**src/rtl/sckdiv_pkg.sv**
```systemverilog
package sckdiv_pkg;

  typedef enum logic {
    LAW_POW2   = 1'b0,
    LAW_LINEAR = 1'b1
  } law_e;

  function automatic int unsigned wider(input int unsigned a, input int unsigned b);
    return (a > b) ? a : b;
  endfunction

endpackage

```
**src/rtl/sckdiv_decode.sv**
```systemverilog
module sckdiv_decode #(
  parameter int unsigned LIN_W = 8,
  parameter int unsigned EXP_W = 4,
  parameter int unsigned CW    = 15
) (
  input  logic [LIN_W+EXP_W:0] ctl,
  output logic [CW-1:0]        half_m1
);
  import sckdiv_pkg::*;

  localparam int unsigned SEL_POS = LIN_W + EXP_W;

  logic [LIN_W-1:0] lin_f;
  logic [EXP_W-1:0] exp_f;
  law_e             law;
  logic [CW:0]      one_sh;
  logic [CW:0]      pow_full;
  logic [CW-1:0]    lin_m1;
  logic [CW-1:0]    pow_m1;

  always_comb begin
    lin_f    = ctl[LIN_W-1:0];
    exp_f    = ctl[SEL_POS-1:LIN_W];
    law      = law_e'(ctl[SEL_POS]);
    lin_m1   = CW'(lin_f);
    one_sh   = (CW+1)'(1) << exp_f;
    pow_full = one_sh - (CW+1)'(1);
    pow_m1   = pow_full[CW-1:0];
    half_m1  = (law == LAW_LINEAR) ? lin_m1 : pow_m1;
  end

endmodule

```
**src/rtl/sckdiv_count.sv**
```systemverilog
module sckdiv_count #(
  parameter int unsigned CW = 15
) (
  input  logic          clk,
  input  logic          rst_n,
  input  logic          en,
  input  logic [CW-1:0] load_val,
  output logic          wrap
);

  logic [CW-1:0] cnt_q, cnt_n;
  logic [CW-1:0] lim_q, lim_n;

  assign wrap = en && (cnt_q == lim_q);

  always_comb begin
    cnt_n = cnt_q;
    lim_n = lim_q;
    if (!en) begin
      cnt_n = '0;
      lim_n = load_val;
    end else if (cnt_q == lim_q) begin
      cnt_n = '0;
      lim_n = load_val;
    end else begin
      cnt_n = cnt_q + CW'(1);
    end
  end

  always_ff @(posedge clk or negedge rst_n) begin
    if (!rst_n) begin
      cnt_q <= '0;
      lim_q <= '0;
    end else begin
      cnt_q <= cnt_n;
      lim_q <= lim_n;
    end
  end

  assert_idle_clear_R4: assert property (@(posedge clk) disable iff (!rst_n)
    !en |=> (cnt_q == '0));

  assert_cnt_bound_R1: assert property (@(posedge clk) disable iff (!rst_n)
    en |-> (cnt_q <= lim_q));

  assert_limit_hold_R6: assert property (@(posedge clk) disable iff (!rst_n)
    ($past(en) && !$past(wrap)) |-> $stable(lim_q));

endmodule

```
**src/rtl/sckdiv_phase.sv**
```systemverilog
module sckdiv_phase (
  input  logic clk,
  input  logic rst_n,
  input  logic en,
  input  logic cpol,
  input  logic wrap,
  output logic sck,
  output logic lead,
  output logic trail
);

  logic sck_q, sck_n;
  logic lead_q, lead_n;
  logic trail_q, trail_n;

  always_comb begin
    sck_n   = sck_q;
    lead_n  = 1'b0;
    trail_n = 1'b0;
    if (!en) begin
      sck_n = cpol;
    end else if (wrap) begin
      sck_n   = ~sck_q;
      lead_n  = (sck_q == cpol);
      trail_n = (sck_q != cpol);
    end
  end

  always_ff @(posedge clk or negedge rst_n) begin
    if (!rst_n) begin
      sck_q   <= 1'b0;
      lead_q  <= 1'b0;
      trail_q <= 1'b0;
    end else begin
      sck_q   <= sck_n;
      lead_q  <= lead_n;
      trail_q <= trail_n;
    end
  end

  assign sck   = sck_q;
  assign lead  = lead_q;
  assign trail = trail_q;

  assert_idle_level_R4: assert property (@(posedge clk) disable iff (!rst_n)
    !en |=> ((sck == $past(cpol)) && !lead && !trail));

  assert_one_strobe_R5: assert property (@(posedge clk) disable iff (!rst_n)
    !(lead && trail));

  assert_lead_dir_R5: assert property (@(posedge clk) disable iff (!rst_n)
    lead |-> ((sck != $past(sck)) && (sck != $past(cpol))));

  assert_trail_dir_R8: assert property (@(posedge clk) disable iff (!rst_n)
    trail |-> ((sck != $past(sck)) && (sck == $past(cpol))));

  assert_toggle_strobed_R5: assert property (@(posedge clk) disable iff (!rst_n)
    ($past(en) && (sck != $past(sck))) |-> (lead || trail));

endmodule

```
**src/rtl/sck_divider.sv**
```systemverilog
module sck_divider #(
  parameter int unsigned LIN_W = 8,
  parameter int unsigned EXP_W = 4
) (
  input  logic                   clk,
  input  logic                   rst_n,
  input  logic                   enable,
  input  logic                   cpol,
  input  logic [LIN_W+EXP_W:0]   clk_ctl,
  output logic                   sck,
  output logic                   lead_pulse,
  output logic                   trail_pulse
);

  localparam int unsigned CW = sckdiv_pkg::wider(LIN_W, (1 << EXP_W) - 1);

  logic [CW-1:0] half_m1;
  logic          wrap;

  sckdiv_decode #(.LIN_W(LIN_W), .EXP_W(EXP_W), .CW(CW)) u_decode (
    .ctl     (clk_ctl),
    .half_m1 (half_m1)
  );

  sckdiv_count #(.CW(CW)) u_count (
    .clk      (clk),
    .rst_n    (rst_n),
    .en       (enable),
    .load_val (half_m1),
    .wrap     (wrap)
  );

  sckdiv_phase u_phase (
    .clk   (clk),
    .rst_n (rst_n),
    .en    (enable),
    .cpol  (cpol),
    .wrap  (wrap),
    .sck   (sck),
    .lead  (lead_pulse),
    .trail (trail_pulse)
  );

  always_comb begin
    assert_reset_quiet_R10: assert (rst_n || (!sck && !lead_pulse && !trail_pulse));
  end

endmodule

```
**config.mk**
```make
export PLATFORM = sky130hd
export DESIGN_NAME = sck_divider
export DESIGN_NICKNAME = d
export VERILOG_FILES = /design/src/rtl/sckdiv_pkg.sv /design/src/rtl/sckdiv_decode.sv /design/src/rtl/sckdiv_count.sv /design/src/rtl/sckdiv_phase.sv /design/src/rtl/sck_divider.sv
export SDC_FILE = /design/constraint.sdc
export NUM_CORES = 1
export LEC_CHECK = 0
export BUFFER_PORTS_ARGS = -buffer_cell sky130_fd_sc_hd__buf_2
export CAP_MARGIN = 20
export CORE_MARGIN = 10
export CORE_UTILIZATION = 25
export CTS_BUF_LIST = sky130_fd_sc_hd__clkbuf_4 sky130_fd_sc_hd__clkbuf_8
export CTS_CLUSTER_SIZE = 28
export DETAILED_ROUTE_END_ITERATION = 16
export PLACE_DENSITY = 0.53
export SLEW_MARGIN = 0
export SYNTH_ARGS = -nofsm -noshare
export SYNTH_HDL_FRONTEND = slang
export SYNTH_SLANG_ARGS = --single-unit
```
**constraint.sdc**
```tcl
create_clock -name clk -period 4.3 [get_ports clk]
set_clock_uncertainty 0.15 [all_clocks]
set_input_delay 0.43 -clock clk [delete_from_list [all_inputs] [get_ports clk]]
set_output_delay 0.43 -clock clk [all_outputs]
set_load 0.03 [all_outputs]
```
==> results of run 1 <==
-- flip-flops by register name (all words and copies together), names as in the netlist --
register and flops:
u_phase.sck 1, u_phase.trail 1, u_phase.lead 1, u_count.cnt_q 15
u_count.lim_q 15
-- per-stage QoR --
stage	power [mW]	worst slack [ns]	utilization, %
finish	0.6935	1.635	29.46
global route	0.7380	1.476	29.46
CTS	0.7044	1.597	29.46
detailed placement	0.4437	1.637	28.07
global placement	0.4428	1.667	28.07
floorplan	0.4124	2.081	-
-- how the worst max path moves through the flow --
stage / endpoint / slack [ns] / cells after the start
final: u_count.lim_q[4] / 1.63 / 6
after global routing: u_count.lim_q[12] / 1.48 / 6
after CTS: u_count.lim_q[4] / 1.60 / 6
after detailed placement: u_count.lim_q[4] / 1.64 / 6
after global placement: u_count.lim_q[12] / 1.67 / 6
after floorplan: u_count.lim_q[6] / 2.08 / 10
-- cells in the mapped netlist, drive strengths merged --
cell type,number
nand2b,1
a21oi,7
buf,3
nor4b,1
nand2,12
mux2,14
and3b,1
and4,2
o21a,1
o31ai,2
nand3b,1
o21ai,7
clkbuf,9
nor2b,1
mux2i,3
xor2,16
nand4,4
a22oi,1
nand3,10
nor3,3
xnor2,14
and3,4
nor4bb,1
nor2,26
o22a,1
inv,7
nor4,2
dfrtp,33
or4,1
ha,2
o221ai,1
-- logic make-up after synthesis --
| family | share of synthesized area, % |
|---|---|
| simple gates | 18.38 |
| flops | 44.27 |
| xor+xnor | 14.08 |
| compound gates | 7.042 |
| buf+inv | 4.829 |
| mux | 10.06 |
| fa+ha+maj | 1.341 |
-- cells in the final DEF (no fill, tap or decap), types with 3 or more instances in the layout --
cell type | netlist | final
dfrtp_1 | 33 | 33
nor2_1 | 26 | 26
buf_2 | 0 | 19
xor2_1 | 16 | 16
xnor2_1 | 14 | 14
nand2_1 | 12 | 12
mux2_2 | 12 | 12
nand3_1 | 10 | 10
inv_1 | 7 | 7
a21oi_1 | 7 | 7
o21ai_0 | 7 | 7
clkbuf_8 | 0 | 7
nand4_1 | 4 | 4
and3_1 | 4 | 4
nor3_1 | 3 | 3
mux2i_1 | 3 | 3
-- power groups by stage --
| stage | clock network (mW) | registers, mW | logic [mW] |
|---|---|---|---|
| after CTS | 0.266 | 0.344 | 0.0942 |
| after floorplan | 0 | 0.347 | 0.0657 |
| after detailed placement | 0 | 0.350 | 0.0935 |
| after global routing | 0.285 | 0.347 | 0.106 |
| final | 0.257 | 0.344 | 0.0924 |
| after global placement | 0 | 0.350 | 0.0930 |
-- layer usage --
| metal | GRT usage, % | vias up |
|---|---|---|
| met5 | 0 | - |
| met4 | 4.352 | 0 |
| met3 | 2.899 | 4 |
| met2 | 12.01 | 21 |
| met1 | 9.629 | 631 |
| li1 | - | 684 |
-- final cells by class --
type                       count  area share (%)
multi-input combinational    139           44.44
sequential                    33           38.64
tap                           99           5.796
timing repair buffer          21           5.152
clock buffer                   7           4.508
inverter                       7           1.230
clock inverter                 1          0.2342
==> run metrics, run 1 <==
status complete, no violations; Worst Hold Class input pin to async pin; cell family with most CP delay compound AO/OA/AOI/OAI gates; max-cap violations 0; hpwl dp 3071 um; synthesized area per cell 9.767 sq um; FF-to-FF path depth 6; Post-Route M1 WL 1941 um; CTS resizes 0; crit path launch u_count.cnt_q[6]; Reg clk slew, reported paths 0.07 ns; leading area contributor after synthesis dfrtp_1; CTS tree done; CP required 4.32 ns; peak supply drop 107.9 uV; setup TNS after final layout 0 ns; total gr overflow 0; total clock sinks 33; register area share after synthesis 44.27%; Hold Buf Count CTS 0; gr usage total 7.955%; vias in the first global route 1440; Syn Nets 210; postcts setup bufs 0; Max clock buf depth 2; synthesized flop and latch total 33; routed wl met2 1897 um; FP Rows 31; Mapped Cells 191; Pint 514.6 uW; Synth top area share 44.27%; top area cells in the synthesized netlist dfrtp_1, xor2_1, mux2_2; switch share 25.81%; unrepaired setup endpoints after global routing false; Max H-tree Level 2; Min Hold Slack 0.03857 ns; start of the worst register-to-register path u_count.cnt_q[6]; crit path DAT 2.68 ns; share of cells above drive strength 1 20.19%; DP Cell Count 299; Synth Warn # 0; FF-to-FF setup slack 1.63 ns; Worst-Skew Late Latency 0.29 ns; final antenna diode count 0; router iterations before antenna repair 4; type of origin of the critical path flop; FF/Latch Area 825.8 sq um; Num CTS Buffers 5; area of the multi-input gates 949.7 sq um; Final min period 2.665 ns; I/O Pins 20; Met3 Wirelength 149 um; DP Area 2036 sq um; Worst R2R End u_count.lim_q[4]; area delta synth->final 14.55%; worst-path cell chain xor2_1 -> nor4_1 -> nand2_1 -> o31ai_4 -> buf_4 -> mux2_2; sw power 179.0 uW; Slew headroom 52.07%; count of nets after finishing 226; clock share of power 37.1%; GP Congestion 0.8032; Die Area 11320 sq um; Non-Filler Instances 307; Power per Cell Area 324.5 nW/um^2; Mapped Area 1866 sq um; design area 2137 sq um; initial core utilization 25.72%; DR DRC count 0; Fillers 777; largest net degree at the start of global routing 34; final hold violation count 0; CP bufs+invs 1; endpoint class of the critical path flop; Critical Path Max Stage Delay 0.69 ns; combinational power share 13.3%; Die X 106.4 um; final setup fails 0; vias post-DR 1340; Critical-path top delay cell o31ai_4; area of the core 7253 sq um; final slew viol count 0; Routed Antenna Nets 0; wire length of the first global-routing pass 7058 um; initial antenna violation count 0; post-route clock period utilization 61.99%; Post-Route WL 4047 um; DR iter-0 viols 123; via/cell ratio 4.365; Worst-Margin Slew 0.7189 ns; Lkg Pwr 0.9449 nW; Flop pwr share 49.6%; kind of critical path flop to flop; Highest Clock Rate 375.2 MHz; crit-path max FO 16; Root Buffer clkbuf_8; Die Height 106.4 um; port buffer count 19; WL per Instance 13.18 um; post-synthesis cell type count 34; uppermost layer routed met4
Note: power is estimated with default switching activity, not from simulation.
==> run 2: changes to the inputs <==
- ABC_AREA: unset -> 1
- PLACE_DENSITY: 0.53 -> 0.52
- clock period: 4.3 -> 2.7 ns (I/O delays scaled with it)
==> run 2 against run 1 <==
Via count is 41% higher; wire length grew 25%; die area up 9.6%; cell area rose by 10%; synthesized cell count is 64% higher; global-route usage increased by 0.45 points; critical path depth rose by 4; synthesized area grew 12%; clock power up 47%; first-iteration DRC count decreased by 28%; sequential share of layout area decreased by 3.5 points.
==> run metrics, run 2 <==
status complete, no violations; Top FF cell, synth dfrtp_1; FP Rows 33; area of the core 8175 sq um; leading area contributor after synthesis dfrtp_1; GP Congestion 0.8148; Syn Nets 333; router iterations before antenna repair 4; endpoint class of the critical path flop; final setup fails 0; Critical-path top delay cell dfrtp_1; Mapped Cells 314; total gr overflow 0; final slew viol count 0; largest net degree at the start of global routing 34; Mapped Area 2087 sq um; Worst-Margin Slew 0.7578 ns; peak supply drop 169.6 uV; Final min period 1.756 ns; Post-synth EDFFs 0; share of cells above drive strength 1 11.08%; commonest non-fill, non-tap cell in the layout nand2_1; Max clock buf depth 2; Reg clk slew, reported paths 0.08 ns; final hold violation count 0; DR DRC count 0; Num CTS Buffers 5; crit-path max FO 28; Non-Filler Instances 439; total clock sinks 33; crit path DAT 1.84 ns; vias in the first global route 1905; type of origin of the critical path flop; post-route clock period utilization 65.05%; Highest Clock Rate 569.3 MHz; count of nets after finishing 352; post-layout util 28.77%; final antenna diode count 0; Synth Warn # 0; Worst Hold Class input pin to flop; commonest cells in the netlist nand2_1, nor2_1, dfrtp_1; initial core utilization 25.53%; Root Buffer clkbuf_8; top area cells in the synthesized netlist dfrtp_1, nand2_1, nor2_1; synthesized flop and latch total 33; WL per Instance 11.51 um; Crit path top cell by count nand2_1; via/cell ratio 4.301; max-cap violations 0; synthesized area per cell 6.647 sq um; Fillers 937; worst-path cell chain inv_2 -> nand2_1 -> nand2_1 -> nor2_1 -> nand2_1 -> nor2_2 -> nand2_4 -> nand2_8 -> nand2_1 -> nand2_1; top-count cell post-synth nand2_1; Pwr Total 1.093 mW; CTS tree done; Lkg Pwr 1.199 nW; gr usage total 8.403%; register area share after synthesis 39.57%; final worst slack 0.9436 ns; DR iter-0 viols 88; Worst-Skew Late Latency 0.29 ns; I/O Pins 20; area delta synth->final 12.71%; Routed Antenna Nets 0; post-synthesis cell type count 25; Post-Route WL 5053 um; Max H-tree Level 2; ys async rst share 100.0%; Regs by FF count u_count.cnt_q x15, u_count.lim_q x15; port buffer count 19; Critical Path Max Stage Delay 0.45 ns; Place WS 0.8514 ns; DP Cell Count 430; Die X 111.4 um; CP bufs+invs 1; vias post-DR 1888; cell family with most CP delay simple AND/OR/NAND/NOR gates; kind of critical path flop to flop; commonest non-fill, non-tap cells in the layout nand2_1, nor2_1, dfrtp_1; wire length of the first global-routing pass 8880 um; setup TNS after final layout 0 ns; initial antenna violation count 0; Die Height 111.4 um; Slew headroom 49.48%; CP required 2.78 ns; hpwl dp 3705 um; Die Area 12400 sq um; unrepaired setup endpoints after global routing false; Synth top area share 39.57%; Power per Cell Area 464.6 nW/um^2
[run 2: worst min-delay path: cells and delay by family]
family	cells	cell delay, ns
buffers and inverters	2	0.14
AND/OR/NAND/NOR	1	0.04
XOR/XNOR	1	0.08
[run 2: per-layer routing]
metal  GRT usage [%]  wire, um  up-vias
li1                -         -     1014
met1           10.45      2522      836
met2           13.44      2224       30
met3           2.254       206        8
met4           3.428        99        0
met5               0         0        -
[run 2: kinds of logic after synthesis]
group / synth area share [%]
adder cells (fa/ha/maj): 1.199
AO/OA/AOI/OAI: 3.537
flip-flops: 39.57
buffers and inverters: 9.412
AND/OR/NAND/NOR: 42.51
XOR/XNOR: 3.777
[run 2: worst paths after layout]
check	cells past startpoint	endpoint	slack (ns)	startpoint
max	10	u_count.lim_q[3]	0.94	u_count.cnt_q[8]
min	4	u_phase.lead	0.13	cpol
max reg2reg	10	u_count.lim_q[3]	0.94	u_count.cnt_q[8]
min reg2reg	1	u_count.cnt_q[0]	0.37	u_count.cnt_q[0]
max in group asynchronous	2	u_count.lim_q[5]	1.47	rst_n
min in group asynchronous	2	u_count.cnt_q[1]	0.45	rst_n
[run 2: report_power, final]
part / internal, mW / switching (mW) / total, mW
sequential: 0.520 / 0.0258 / 0.546
clock: 0.178 / 0.200 / 0.378
combinational: 0.0610 / 0.107 / 0.168
total: 0.759 / 0.334 / 1.09
[run 2: metrics by stage]
| step | hold slack (ns) | instance area (sq um) |
|---|---|---|
| floorplan | -0.1756 | 2087 |
| global placement | 0.2430 | 2256 |
| global route | 0.1482 | 2352 |
| detailed placement | 0.2389 | 2256 |
| finish | 0.1263 | 2352 |
| CTS | 0.1117 | 2352 |
[run 2: area by class of cell]
type                            instances  area, sq um  area share, %
Multi-Input combinational cell        236         1065          45.27
Sequential cell                        33        825.8          35.11
Inverter                               37        138.9          5.904
Tap cell                              105        131.4          5.585
Timing Repair Buffer                   20        105.1          4.468
Clock buffer                            5        68.82          2.926
Clock inverter                          3        17.52         0.7447
[run 2: repair_timing]
action                                 CTS  global route
hold buffers                             1             0
gates resized for setup                  0             0
buffers inserted                         0             0
endpoints found under the hold margin   33             0
==> run 3: changes to the inputs <==
- PLACE_DENSITY: 0.52 -> 0.54
- clock period: 2.7 -> 1.6 ns (I/O delays scaled with it)
==> run 3 against run 2 <==
The flow now finishes with violations (negative setup slack); via count rose by 11%; first-iteration DRC count is 22% higher; clock power increased by 54%; total power grew 69%; cell area rose by 18%; sequential share of layout area fell by 5.2 points; cell count is 8.2% higher; worst hold slack lost 0.10 ns; critical path type unchanged; maximum frequency rose by 8.2%; sequential power grew 70%; sequential cell count is the same; setup slack got worse by 0.97 ns.
==> run metrics, run 3 (synthesis results as in run 2) <==
status complete, but fails checks; violated checks negative setup slack; area of the multi-input gates 1174 sq um; FF/Latch Area 828.3 sq um; initial core utilization 25.53%; Worst-Margin Slew 0.4216 ns; Worst Hold Class input pin to flop; endpoint class of the critical path flop; Slew headroom 71.89%; Critical Path Max Stage Delay 0.42 ns; total clock sinks 33; Root Buffer clkbuf_8; type of origin of the critical path flop; worst-path cell chain nor2_1 -> nor2_1 -> nor2_1 -> nand2_1 -> nor2_2 -> nand2_4 -> clkbuf_16 -> nand3_1 -> nand2_1; Max H-tree Level 2; Die Height 111.4 um; largest net degree at the start of global routing 29; final slew viol count 0; Max clock buf depth 2; total gr overflow 0; Lkg Pwr 1.427 nW; commonest non-fill, non-tap cells in the layout nand2_1, nor2_1, inv_1, buf_4, dfrtp_1; final hold violation count 0; crit path DAT 1.65 ns; vias post-DR 2089; vias in the first global route 2016; Reg clk slew, reported paths 0.07 ns; Crit path top cell by count nor2_1; hpwl dp 4355 um; Pwr Total 1.845 mW; post-route clock period utilization 101.5%; CP bufs+invs 1; Critical-path top delay cell dfrtp_1; Highest Clock Rate 615.9 MHz; Regs by FF count u_count.cnt_q x15, u_count.lim_q x15; initial antenna violation count 0; WL per Instance 12.12 um; final antenna diode count 0; DP Cell Count 464; gr usage total 8.973%; area delta synth->final 32.67%; peak supply drop 252.8 uV; unrepaired setup endpoints after global routing true; CP required 1.63 ns; count of nets after finishing 390; FP Rows 33; Die Area 12400 sq um; wire length of the first global-routing pass 9294 um; Post-Route WL 5758 um; Final min period 1.624 ns; via/cell ratio 4.398; final worst slack -0.02366 ns; Die X 111.4 um; kind of critical path flop to flop; CTS tree done; max-cap violations 0; final setup fails 10; Non-Filler Instances 475; Power per Cell Area 666.4 nW/um^2; DR iter-0 viols 107; commonest non-fill, non-tap cell in the layout nand2_1; share of cells above drive strength 1 24.05%; port buffer count 19; Fillers 890; DR DRC count 0; router iterations before antenna repair 4; Worst-Skew Late Latency 0.29 ns; cell family with most CP delay simple AND/OR/NAND/NOR gates; Routed Antenna Nets 0; GP Congestion 0.8227; I/O Pins 20; Num CTS Buffers 5; area of the core 8175 sq um; crit-path max FO 5
==> run 3: cell types whose count changed in the layout (fill, tap and decap cells not counted), moves of 3 or more <==
| cell | previous run | this run |
|---|---|---|
| nand3_2 | 0 | 9 |
| buf_12 | 0 | 3 |
| nand2_4 | 1 | 4 |
| buf_4 | 0 | 31 |
| nand3_1 | 32 | 23 |
==> run 3: final cells by class <==
| class | instances | area share (%) |
|---|---|---|
| Multi-Input combinational cell | 239 | 42.39 |
| Timing Repair Buffer | 55 | 15.27 |
| Tap cell | 105 | 4.745 |
| Clock buffer | 5 | 2.485 |
| Clock inverter | 1 | 0.1807 |
| Inverter | 37 | 5.016 |
| Sequential cell | 33 | 29.91 |
==> run 3: worst reg2reg max path, stage by stage, from the launching register on <==
cell and delay [ns]:
dfrtp_1 0.42, nor2_1 0.10, nor2_1 0.05, nor2_1 0.09, nand2_1 0.07, nor2_2 0.20
nand2_4 0.14, clkbuf_16 0.18, nand3_1 0.07, nand2_1 0.05
==> run 3: path summary, 6_finish.rpt <==
check	cells after the start	to	from	slack (ns)
worst max-delay path	9	u_count.lim_q[5]	u_count.cnt_q[10]	-0.02
worst min-delay path	5	u_count.lim_q[3]	clk_ctl[3]	0.02
worst max register to register	9	u_count.lim_q[5]	u_count.cnt_q[10]	-0.02
worst min register to register	1	u_count.cnt_q[0]	u_count.cnt_q[0]	0.38
max in group asynchronous	3	u_count.cnt_q[0]	rst_n	0.65
min in group asynchronous	2	u_count.cnt_q[10]	rst_n	0.20
==> run 3: timing repair <==
item                                    CTS  global route
cloned                                    0             4
hold endpoints to repair                 33             0
setup buffers                             0             0
pin swaps                                 1             7
gates resized for setup                   3            16
endpoints found under the setup margin   16            33
hold buffers                              1             0
==> run 3: per-layer routing <==
metal	GRT usage [%]	wire length, um	vias to the layer above
met2	15.04	2762	40
met1	10.71	2650	946
met4	4.027	158	0
met3	1.986	186	12
li1	-	-	1091
met5	0	0	-
==> run 3: stage by stage <==
| stage | setup TNS [ns] | hold WS (ns) | util [%] | setup slack [ns] | area, sq um |
|---|---|---|---|---|---|
| finish | -0.09726 | 0.02486 | 33.87 | -0.02366 | 2769 |
| global route | -4.447 | 0.07114 | 33.87 | -0.1559 | 2769 |
| CTS | -0.04537 | 0.01367 | 32.32 | -0.009416 | 2643 |
| detailed placement | -0.1130 | -0.02764 | 31.18 | -0.04903 | 2549 |
| global placement | -0.08826 | -0.03225 | 31.18 | -0.04500 | 2549 |
| floorplan | 0 | -0.2856 | - | 0.01561 | 2087 |
==> run 3: power by group <==
group	internal, mW	switching (mW)	leakage (nW)
Sequential	0.880	0.0465	0.434
Clock	0.286	0.296	0.0399
Combinational	0.134	0.203	0.953
Total	1.30	0.546	1.43
